$ cat config.mk
export PLATFORM = sky130hd
export DESIGN_NAME = dma_irq_eval
export DESIGN_NICKNAME = d
export VERILOG_FILES = /design/src/rtl/dma_irq_pkg.sv /design/src/rtl/irq_sel_reg.sv /design/src/rtl/irq_cond_cmp.sv /design/src/rtl/irq_policy.sv /design/src/rtl/dma_irq_eval.sv
export SDC_FILE = /design/constraint.sdc
export NUM_CORES = 1
export LEC_CHECK = 0
export CORE_UTILIZATION = 43
export CTS_CLUSTER_SIZE = 28
export DETAILED_ROUTE_END_ITERATION = 10
export PLACE_DENSITY = 0.8
export SLEW_MARGIN = 10
export SYNTH_ARGS = -nofsm -noshare
export SYNTH_HDL_FRONTEND = slang
export SYNTH_HIERARCHICAL = 1
export SYNTH_SLANG_ARGS = --single-unit
$ cat constraint.sdc
create_clock -name clk -period 1.6 [get_ports clk]
set_input_delay 0.32 -clock clk [delete_from_list [all_inputs] [get_ports clk]]
set_output_delay 0.32 -clock clk [all_outputs]
set_load 0.02 [all_outputs]
$ cat src/rtl/dma_irq_pkg.sv
package dma_irq_pkg;

  // Per-descriptor interrupt policy (field encoding is fixed)
  typedef enum logic [1:0] {
    POL_NEVER    = 2'b00,
    POL_IF_MATCH = 2'b01,
    POL_IF_MISS  = 2'b10,
    POL_ALWAYS   = 2'b11
  } irq_policy_e;

endpackage

$ cat src/rtl/irq_sel_reg.sv
module irq_sel_reg #(
  parameter int WIDTH = 32
) (
  input  logic             clk,
  input  logic             rst,
  input  logic             we,
  input  logic [WIDTH-1:0] wdata,
  output logic [WIDTH-1:0] q
);

  always_ff @(posedge clk) begin
    if (rst) begin
      q <= '0;
    end else if (we) begin
      q <= wdata;
    end
  end

endmodule

$ cat src/rtl/irq_cond_cmp.sv
module irq_cond_cmp #(
  parameter int STAT_W = 16
) (
  input  logic [STAT_W-1:0] stat,
  input  logic [STAT_W-1:0] mask,
  input  logic [STAT_W-1:0] value,
  output logic              match
);

  logic [STAT_W-1:0] bit_ok;

  // a bit passes if it is masked out or agrees with the pattern
  for (genvar i = 0; i < STAT_W; i++) begin : g_bit
    assign bit_ok[i] = ~mask[i] | ~(stat[i] ^ value[i]);
  end

  assign match = &bit_ok;

endmodule

$ cat src/rtl/irq_policy.sv
module irq_policy
  import dma_irq_pkg::*;
#(
  parameter int OP_W    = 4,
  parameter int STOP_OP = 7
) (
  input  logic [1:0]      field,
  input  logic [OP_W-1:0] opcode,
  input  logic            match,
  output logic            fire
);

  localparam logic [OP_W-1:0] STOP_CODE = OP_W'(STOP_OP);

  irq_policy_e pol;
  logic        op_ok;

  assign pol   = irq_policy_e'(field);
  assign op_ok = (opcode < STOP_CODE);

  always_comb begin
    unique case (pol)
      POL_NEVER:    fire = 1'b0;
      POL_IF_MATCH: fire = op_ok & match;
      POL_IF_MISS:  fire = op_ok & ~match;
      POL_ALWAYS:   fire = op_ok;
      default:      fire = 1'b0;
    endcase
  end

endmodule

$ cat src/rtl/dma_irq_eval.sv
module dma_irq_eval #(
  parameter int STAT_W  = 16,
  parameter int OP_W    = 4,
  parameter int STOP_OP = 7
) (
  input  logic                clk,
  input  logic                rst,
  input  logic                sel_wr_en,
  input  logic [2*STAT_W-1:0] sel_wr_data,
  input  logic                cmpl_stb,
  input  logic                run_clr_stb,
  input  logic [1:0]          irq_field,
  input  logic [OP_W-1:0]     opcode,
  input  logic [STAT_W-1:0]   chan_stat,
  output logic                irq_req
);

  localparam int SEL_W = 2 * STAT_W;

  logic [SEL_W-1:0] sel_q;
  logic             match;
  logic             fire;
  logic             eval_stb;

  irq_sel_reg #(.WIDTH(SEL_W)) u_sel (
    .clk   (clk),
    .rst   (rst),
    .we    (sel_wr_en),
    .wdata (sel_wr_data),
    .q     (sel_q)
  );

  irq_cond_cmp #(.STAT_W(STAT_W)) u_cmp (
    .stat  (chan_stat),
    .mask  (sel_q[SEL_W-1:STAT_W]),
    .value (sel_q[STAT_W-1:0]),
    .match (match)
  );

  irq_policy #(.OP_W(OP_W), .STOP_OP(STOP_OP)) u_pol (
    .field  (irq_field),
    .opcode (opcode),
    .match  (match),
    .fire   (fire)
  );

  // both strobes merge into one evaluation event
  assign eval_stb = cmpl_stb | run_clr_stb;

  always_ff @(posedge clk) begin
    if (rst) begin
      irq_req <= 1'b0;
    end else begin
      irq_req <= eval_stb & fire;
    end
  end

endmodule

==> results_tabular.tex, run 1 <==
\begin{tabular}{lr}
\hline
Metric & Value \\
\hline
\multicolumn{2}{l}{\textbf{Status}} \\
\quad Result of the run & finished, violations left \\
\quad Failing checks & setup timing \\
\multicolumn{2}{l}{\textbf{STA}} \\
\quad Final hold violation count & 0 \\
\quad Setup repair after global routing missed its margin & true \\
\quad Period utilisation layout & 100.9\% \\
\quad Final Skew & 0.009053 ns \\
\quad Highest clock rate & 0.6195 GHz \\
\quad Final setup violation count & 1 \\
\quad Smallest setup slack after layout & -0.01408 ns \\
\quad Time the worst path needs with I/O delays and setup & 1.614 ns \\
\quad Relative slew margins & 86.62\% \\
\quad Max-slew violation total from the final report & 0 \\
\quad Slew @ Worst Pin & 0.1952 ns \\
\quad Setup TNS & -0.01408 ns \\
\multicolumn{2}{l}{\textbf{Worst setup path}} \\
\quad Most Frequent Cell on Critical Path & xor2\_1 \\
\quad Number of cells on the worst reg-to-reg path & 8 \\
\quad Critical path endpoint category & flip-flop \\
\quad Crit Path Class & primary input to flip-flop \\
\quad Maximum fanout encountered on the critical timing path & 1 \\
\quad Crit start category & primary input \\
\quad Critical path cell sequence & clkdlybuf4s50\_1 > xor2\_1 > a22oi\_1 > nand4\_1 > nor2\_2 > xor2\_1 > a21oi\_2 > nor4\_2 > nor3b\_2 \\
\quad Worst endpoint required time & 1.87 ns \\
\quad WP data arrival & 1.88 ns \\
\quad Library cell contributing the largest single delay on the critical path & clkdlybuf4s50\_1 \\
\quad Slowest cell delay on critical path & 0.42 ns \\
\multicolumn{2}{l}{\textbf{Yosys}} \\
\quad Mean instance size in the synthesized netlist & 10.52 sq um \\
\quad Cells after Synth & 142 \\
\quad Count of synthesis-stage warnings from yosys & 6 \\
\quad Largest family of logic cells by synthesized area & multiplexers \\
\quad Cell variety after synth & 15 \\
\quad Share of the synthesized netlist area taken by xor and xnor gates & 9.966\% \\
\quad Sequential fraction of the synthesis area & 44.22\% \\
\quad Compound-cell area share of the yosys netlist & 4.355\% \\
\quad Share of synthesized cell area in full adder, half adder and majority cells & 2.513\% \\
\quad Share of synthesized area spent on multiplexers & 21.44\% \\
\quad Synthesized-area fraction occupied by and/or/nand/nor cells & 11.47\% \\
\quad Number of nets produced by synthesis & 204 \\
\quad Total standard cell area after synthesis & 1494 sq um \\
\quad Number of synthesized register bits & 33 \\
\multicolumn{2}{l}{\textbf{Floorplan}} \\
\quad DIE HEIGHT & 60.94 um \\
\quad Core region area & 3337 sq um \\
\quad Floorplan die width & 60.94 um \\
\quad Top Ports & 60 \\
\quad Initial cell density of the core & 44.77\% \\
\quad Area of the die & 3714 sq um \\
\quad Number of placement rows & 21 \\
\multicolumn{2}{l}{\textbf{GRT}} \\
\quad Antenna violations before repair & 0 \\
\quad All-Layer GR Usage & 19.01\% \\
\quad Largest net degree at the start of global routing & 34 \\
\quad Vias in the first global route & 1,220 \\
\quad Grt total ovfl & 0 \\
\quad First-pass GRT wire length & 5.023 mm \\
\multicolumn{2}{l}{\textbf{Hold path}} \\
\quad Number of cells traversed by the worst hold path & 2 \\
\quad Class of the most critical hold timing path & flip-flop to flip-flop \\
\multicolumn{2}{l}{\textbf{Route}} \\
\quad Met3 layer wire length in the routed design & 157 um \\
\quad Vias & 1,215 \\
\quad DRC violations left & 0 \\
\quad Vias per std cell & 4.841 \\
\quad Count of TritonRoute iterations in the first routing pass & 4 \\
\quad Number of DRC markers in iteration 0 & 28 \\
\quad Highest metal layer with signal wires & met4 \\
\quad Routed length per instance & 13.16 um \\
\quad Antenna-violating nets left & 0 \\
\quad Routed wire length on met2 & 1.664 mm \\
\quad Routed Wire Length & 3.302 mm \\
\quad Wire length the detailed router placed on met1 & 1.401 mm \\
\multicolumn{2}{l}{\textbf{Clock network}} \\
\quad CTS Hold Bufs & 0 \\
\quad Number of buffers on the longest clock path & 2 \\
\quad Clock root buffer & clkbuf\_4 \\
\quad Clock tree from TritonCTS & yes \\
\quad TritonCTS sink count & 33 \\
\quad H-tree depth reported by CTS & 2 \\
\quad Clock-pin slew on the worst setup and hold paths & 0.10 ns \\
\quad TritonCTS buffer count & 5 \\
\quad Later-pin clock latency in the skew report & 0.33 ns \\
\quad Post-CTS setup buffers & 0 \\
\multicolumn{2}{l}{\textbf{Cells and area}} \\
\quad Syn-to-layout area delta & 47.07\% \\
\quad Total area of multi-input combinational cells & 764.5 sq um \\
\quad Fraction of layout cells with a size suffix above 1 & 9.756\% \\
\quad Count of filler cells inserted in the layout & 292 \\
\quad Count of inserted antenna diode cells & 0 \\
\quad Area taken by flip-flops and latches & 663.1 sq um \\
\quad Total non-filler cell area in the finished layout & 2197 sq um \\
\quad Final Net Count & 266 \\
\multicolumn{2}{l}{\textbf{Place}} \\
\quad Final HPWL from detailed placement & 2.507 mm \\
\quad IO buf count & 59 \\
\quad Dpl cell area & 2102 sq um \\
\quad GPL Wtd Cong & 0.6400 \\
\multicolumn{2}{l}{\textbf{Power and ir drop}} \\
\quad Leakage & 0.9999 nW \\
\quad Worst IR Drop VDD & 0.5852 mV \\
\quad Power Density & 858.7 nW/um\^{}2 \\
\multicolumn{2}{l}{\textbf{Run}} \\
\quad Max-cap check violation count & 0 \\
\hline
\end{tabular}
Yosys cell counts:
| cell | n | area, sq um |
|---|---|---|
| ha_1 | 3 | 37.54 |
| nor4_2 | 1 | 12.51 |
| nor2_1 | 34 | 127.6 |
| clkbuf_1 | 3 | 11.26 |
| and3_1 | 1 | 6.260 |
| nand4_1 | 2 | 12.51 |
| nor3b_2 | 1 | 12.51 |
| inv_1 | 2 | 7.510 |
| a21oi_1 | 1 | 5.000 |
| mux2i_1 | 32 | 320.3 |
| dfxtp_1 | 33 | 660.6 |
| buf_12 | 3 | 60.06 |
| xor2_1 | 17 | 148.9 |
| buf_6 | 1 | 11.26 |
| a22oi_1 | 8 | 60.06 |
layout by cell type (no fill, tap or decap), types with 2 or more instances in the layout:
| cell type | n |
|---|---|
| clkbuf_4 | 5 |
| a22oi_1 | 5 |
| inv_1 | 2 |
| buf_12 | 2 |
| mux2i_1 | 32 |
| dfxtp_2 | 2 |
| nand4_1 | 2 |
| ha_1 | 3 |
| dfxtp_1 | 31 |
| dlygate4sd2_1 | 11 |
| nor2_1 | 33 |
| xor2_1 | 17 |
| a22oi_2 | 3 |
| clkdlybuf4s50_1 | 47 |
worst max-delay path, delay by kind of cell:
kind	cells	cell delay, ns
xor gates and xnor gates	2	0.33
buffers and inverters	1	0.42
and+or+nand+nor	4	0.58
AOI/OAI and AO/OA	2	0.22
layout make-up:
| class | instances | area share [%] |
|---|---|---|
| multi-input cells | 100 | 34.79 |
| inverters | 2 | 0.3417 |
| repair buffers | 62 | 28.19 |
| clock buffers | 7 | 2.506 |
| well taps | 46 | 2.620 |
| flip-flops and latches | 33 | 30.18 |
| clock inverters | 1 | 1.367 |
final timing paths:
kind | start | to | slack (ns)
worst max register to register | u_sel/q[5]$_SDFFE_PP0P_ | irq_req$_SDFF_PP0_ | -0.01
worst min-delay path | u_sel/q[27]$_SDFFE_PP0P_ | u_sel/q[27]$_SDFFE_PP0P_ | 0.50
worst min register to register | u_sel/q[27]$_SDFFE_PP0P_ | u_sel/q[27]$_SDFFE_PP0P_ | 0.50
worst max-delay path | chan_stat[14] | irq_req$_SDFF_PP0_ | -0.01
power breakdown:
group,internal (W),leakage [nW],switching (W)
clock,0.000373,0.0455,0.000262
combinational,0.000216,0.681,0.000134
sequential,0.000871,0.273,0.0000306
total,0.00146,1.00,0.000427
state kept, by name, indices dropped and copies added, names as in the netlist:
name     count
u_sel/q     32
irq_req      1
per-stage QoR:
stage / hold slack (ns) / setup WS [ns] / total power, W / util [%] / instances
3_3_place_gp: 0.4774 / -0.4120 / 0.001249 / 62.99 / 243
6_report: 0.5041 / -0.01408 / 0.001887 / 65.84 / 251
5_1_grt: 0.5284 / -0.1506 / 0.001973 / 65.84 / 251
3_5_place_dp: 0.4889 / -0.4511 / 0.001264 / 62.99 / 243
4_1_cts: 0.5114 / -0.008697 / 0.001898 / 65.32 / 251
2_1_floorplan: 0.3895 / 0.1968 / 0.001083 / - / 142
repair_timing:
| item | 4_1_cts | 5_1_grt |
|---|---|---|
| endpoints found under the setup margin | 1 | 1 |
| pin swaps | 12 | 3 |
| gates resized for setup | 13 | 5 |
cell families (layout without fill, tap and decap cells):
family / count (synthesis) / in the layout
buf+inv: 9 / 72
fa+ha+maj: 3 / 3
compound gates: 9 / 9
mux: 32 / 32
xor+xnor: 17 / 17
simple gates: 39 / 39
flops: 33 / 33
per-layer routing:
layer  up-vias  global-route usage (%)
li1        604                       -
met1       569                   20.21
met2        35                   34.69
met3         7                   5.757
met4         0                   8.117
met5         -                       0
No activity file was read; power rests on OpenSTA's default activity.
==> run 2, diff against run 1 <==
Settings changed: CAP_MARGIN set to 20.
==> results of run 2 <==
The final DEF is identical to that of run 1; final timing and power are the same.
==> run 3, diff against run 2 <==
Settings changed: CORE_UTILIZATION 43 to 40, PLACE_DENSITY 0.8 to 0.75.
==> results_tabular.tex, run 3 (synthesis results as in run 1) <==
\begin{tabular}{lr}
\hline
Metric & Value \\
\hline
\multicolumn{2}{l}{\textbf{Clock network}} \\
\quad H-tree depth reported by CTS & 2 (unchanged) \\
\quad TritonCTS buffer count & 5 (unchanged) \\
\quad Post-CTS setup buffers & 0 (unchanged) \\
\quad Clock root buffer & clkbuf\_8 (was clkbuf\_4) \\
\quad Clock tree from TritonCTS & yes (unchanged) \\
\quad Clock-pin slew on the worst setup and hold paths & 0.06 ns (was 0.10 ns) \\
\quad Number of buffers on the longest clock path & 2 (unchanged) \\
\quad Later-pin clock latency in the skew report & 0.28 ns (was 0.33 ns) \\
\quad TritonCTS sink count & 33 (unchanged) \\
\quad CTS Hold Bufs & 0 (unchanged) \\
\multicolumn{2}{l}{\textbf{Route}} \\
\quad Routed wire length on met2 & 1.537 mm (was 1.664 mm) \\
\quad Met3 layer wire length in the routed design & 227 um (was 157 um) \\
\quad Highest metal layer with signal wires & met4 (unchanged) \\
\quad DRC violations left & 0 (unchanged) \\
\quad Wire length the detailed router placed on met1 & 1.450 mm (was 1.401 mm) \\
\quad Count of TritonRoute iterations in the first routing pass & 4 (unchanged) \\
\quad Vias per std cell & 4.689 (was 4.841) \\
\quad Number of DRC markers in iteration 0 & 41 (was 28) \\
\quad Routed Wire Length & 3.267 mm (was 3.302 mm) \\
\quad Vias & 1,177 (was 1,215) \\
\quad Antenna-violating nets left & 0 (unchanged) \\
\quad Routed length per instance & 13.02 um (was 13.16 um) \\
\multicolumn{2}{l}{\textbf{GRT}} \\
\quad First-pass GRT wire length & 5.264 mm (was 5.023 mm) \\
\quad Vias in the first global route & 1,185 (was 1,220) \\
\quad All-Layer GR Usage & 17.71\% (was 19.01\%) \\
\quad Antenna violations before repair & 0 (unchanged) \\
\quad Largest net degree at the start of global routing & 34 (unchanged) \\
\quad Grt total ovfl & 0 (unchanged) \\
\multicolumn{2}{l}{\textbf{STA}} \\
\quad Highest clock rate & 0.6268 GHz (was 0.6195 GHz) \\
\quad Time the worst path needs with I/O delays and setup & 1.595 ns (was 1.614 ns) \\
\quad Max-slew violation total from the final report & 0 (unchanged) \\
\quad Final hold violation count & 0 (unchanged) \\
\quad Relative slew margins & 84.27\% (was 86.62\%) \\
\quad Setup TNS & 0 ns (was -0.01408 ns) \\
\quad Final setup violation count & 0 (was 1) \\
\quad Setup repair after global routing missed its margin & true (unchanged) \\
\quad Final Skew & 0.003068 ns (was 0.009053 ns) \\
\quad Period utilisation layout & 99.71\% (was 100.9\%) \\
\quad Slew @ Worst Pin & 0.2359 ns (was 0.1952 ns) \\
\quad Min Hold Slack & 0.4986 ns (was 0.5041 ns) \\
\multicolumn{2}{l}{\textbf{Floorplan}} \\
\quad Initial cell density of the core & 43.07\% (was 44.77\%) \\
\quad Number of placement rows & 21 (unchanged) \\
\quad DIE HEIGHT & 63.12 um (was 60.94 um) \\
\quad Top Ports & 60 (unchanged) \\
\quad Floorplan die width & 63.12 um (was 60.94 um) \\
\quad Core region area & 3468 sq um (was 3337 sq um) \\
\quad Area of the die & 3984 sq um (was 3714 sq um) \\
\multicolumn{2}{l}{\textbf{Worst setup path}} \\
\quad Worst endpoint required time & 1.81 ns (was 1.87 ns) \\
\quad Maximum fanout encountered on the critical timing path & 1 (unchanged) \\
\quad Worst reg2reg path startpoint & u\_sel/q[4]\$\_SDFFE\_PP0P\_ (was u\_sel/q[5]\$\_SDFFE\_PP0P\_) \\
\quad Number of cells on the worst reg-to-reg path & 8 (unchanged) \\
\quad WP data arrival & 1.81 ns (was 1.88 ns) \\
\quad Crit Path Class & primary input to flip-flop (unchanged) \\
\quad Critical path endpoint category & flip-flop (unchanged) \\
\quad Crit start category & primary input (unchanged) \\
\quad Setup crit start & chan\_stat[14] (unchanged) \\
\multicolumn{2}{l}{\textbf{Place}} \\
\quad IO buf count & 59 (unchanged) \\
\quad Final HPWL from detailed placement & 2.397 mm (was 2.507 mm) \\
\quad GPL Wtd Cong & 0.7531 (was 0.6400) \\
\multicolumn{2}{l}{\textbf{Power and ir drop}} \\
\quad Leakage & 1.052 nW (was 0.9999 nW) \\
\quad Worst IR Drop VDD & 0.5273 mV (was 0.5852 mV) \\
\quad Power Density & 863.3 nW/um\^{}2 (was 858.7 nW/um\^{}2) \\
\multicolumn{2}{l}{\textbf{Hold path}} \\
\quad Beginning of the worst hold path & u\_sel/q[22]\$\_SDFFE\_PP0P\_ (was u\_sel/q[27]\$\_SDFFE\_PP0P\_) \\
\quad Number of cells traversed by the worst hold path & 2 (unchanged) \\
\quad Class of the most critical hold timing path & flip-flop to flip-flop (unchanged) \\
\multicolumn{2}{l}{\textbf{Cells and area}} \\
\quad Count of filler cells inserted in the layout & 303 (was 292) \\
\quad Largest registers & u\_sel/q: 32 flops, irq\_req: 1 flops (unchanged) \\
\quad Syn-to-layout area delta & 47.91\% (was 47.07\%) \\
\quad Final Net Count & 266 (unchanged) \\
\quad Reg with most FFs & u\_sel/q (unchanged) \\
\quad Most common library cell in the layout ignoring fill and taps & clkdlybuf4s50\_1 (unchanged) \\
\quad Fraction of layout cells with a size suffix above 1 & 7.805\% (was 9.756\%) \\
\quad Number of flip-flops under the largest register name & 32 (unchanged) \\
\quad Most frequent cells in the layout & 43 x clkdlybuf4s50\_1, 34 x nor2\_1, 32 x dfxtp\_1, 32 x mux2i\_1, 17 x xor2\_1 (was 47 x clkdlybuf4s50\_1, 33 x nor2\_1, 32 x mux2i\_1) \\
\quad Count of inserted antenna diode cells & 0 (unchanged) \\
\multicolumn{2}{l}{\textbf{Status}} \\
\quad Result of the run & complete, no violations (was finished, violations left) \\
\multicolumn{2}{l}{\textbf{Run}} \\
\quad Max-cap check violation count & 0 (unchanged) \\
\hline
\end{tabular}
[run 3: cell count changes in the layout (fill, tap and decap cells not counted), sizes merged]
cell,delta
bufinv,-1
clkdlybuf4s50,-4
clkinv,+1
dlygate4sd2,-1
dlymetal6s2s,+5
[run 3: per-layer routing]
metal	track usage (%)	vias up
met5	0	-
met4	8.721	0
met3	6.703	4
met2	29.03	38
met1	19.98	532
li1	-	603
[run 3: power breakdown]
part / leakage, nW / switching [W] / total (W) / internal [W]
registers: 0.273 / 0.0000279 / 0.000899 / 0.000871
logic: 0.725 / 0.000124 / 0.000335 / 0.000211
clock network: 0.0542 / 0.000285 / 0.000673 / 0.000388
[run 3: critical path, cell delays in order]
cell and delay (ns):
clkdlybuf4s50_1 0.41, xor2_1 0.15, a22oi_1 0.14, nand4_1 0.11, nor2_1 0.13, xor2_1 0.16, a21oi_1 0.09, nor4_2 0.12
nor3b_2 0.18
[run 3: area by class of cell]
class,instances,area [sq um],share of cell area [%]
multi-input combinational,100,748.2,33.86
sequential,33,661.9,29.95
timing repair buffer,62,633.1,28.65
clock buffer,7,96.34,4.360
tap,46,57.56,2.605
inverter,2,7.507,0.3398
clock inverter,1,5.005,0.2265
[run 3: final timing paths]
path              slack (ns)                       end
setup / recovery       0.005        irq_req$_SDFF_PP0_
hold / removal          0.50  u_sel/q[22]$_SDFFE_PP0P_
setup reg to reg        0.03        irq_req$_SDFF_PP0_
hold reg to reg         0.50  u_sel/q[22]$_SDFFE_PP0P_
[run 3: metrics by stage]
| step | utilization (%) | setup slack [ns] | std cells | area [sq um] | total power, W |
|---|---|---|---|---|---|
| 2_1_floorplan | - | 0.1968 | 142 | 1494 | 0.001083 |
| 3_3_place_gp | 60.61 | -0.4182 | 243 | 2102 | 0.001251 |
| 4_1_cts | 63.17 | -0.07218 | 251 | 2191 | 0.001934 |
| 3_5_place_dp | 60.61 | -0.4587 | 243 | 2102 | 0.001263 |
| 5_1_grt | 63.71 | -0.1386 | 251 | 2210 | 0.002002 |
| 6_report | 63.71 | 0.004620 | 251 | 2210 | 0.001908 |
[run 3: timing repair]
item / CTS / global route
gates resized for setup: 10 / 7
setup endpoints to repair: 1 / 1
pin swaps: 6 / 0
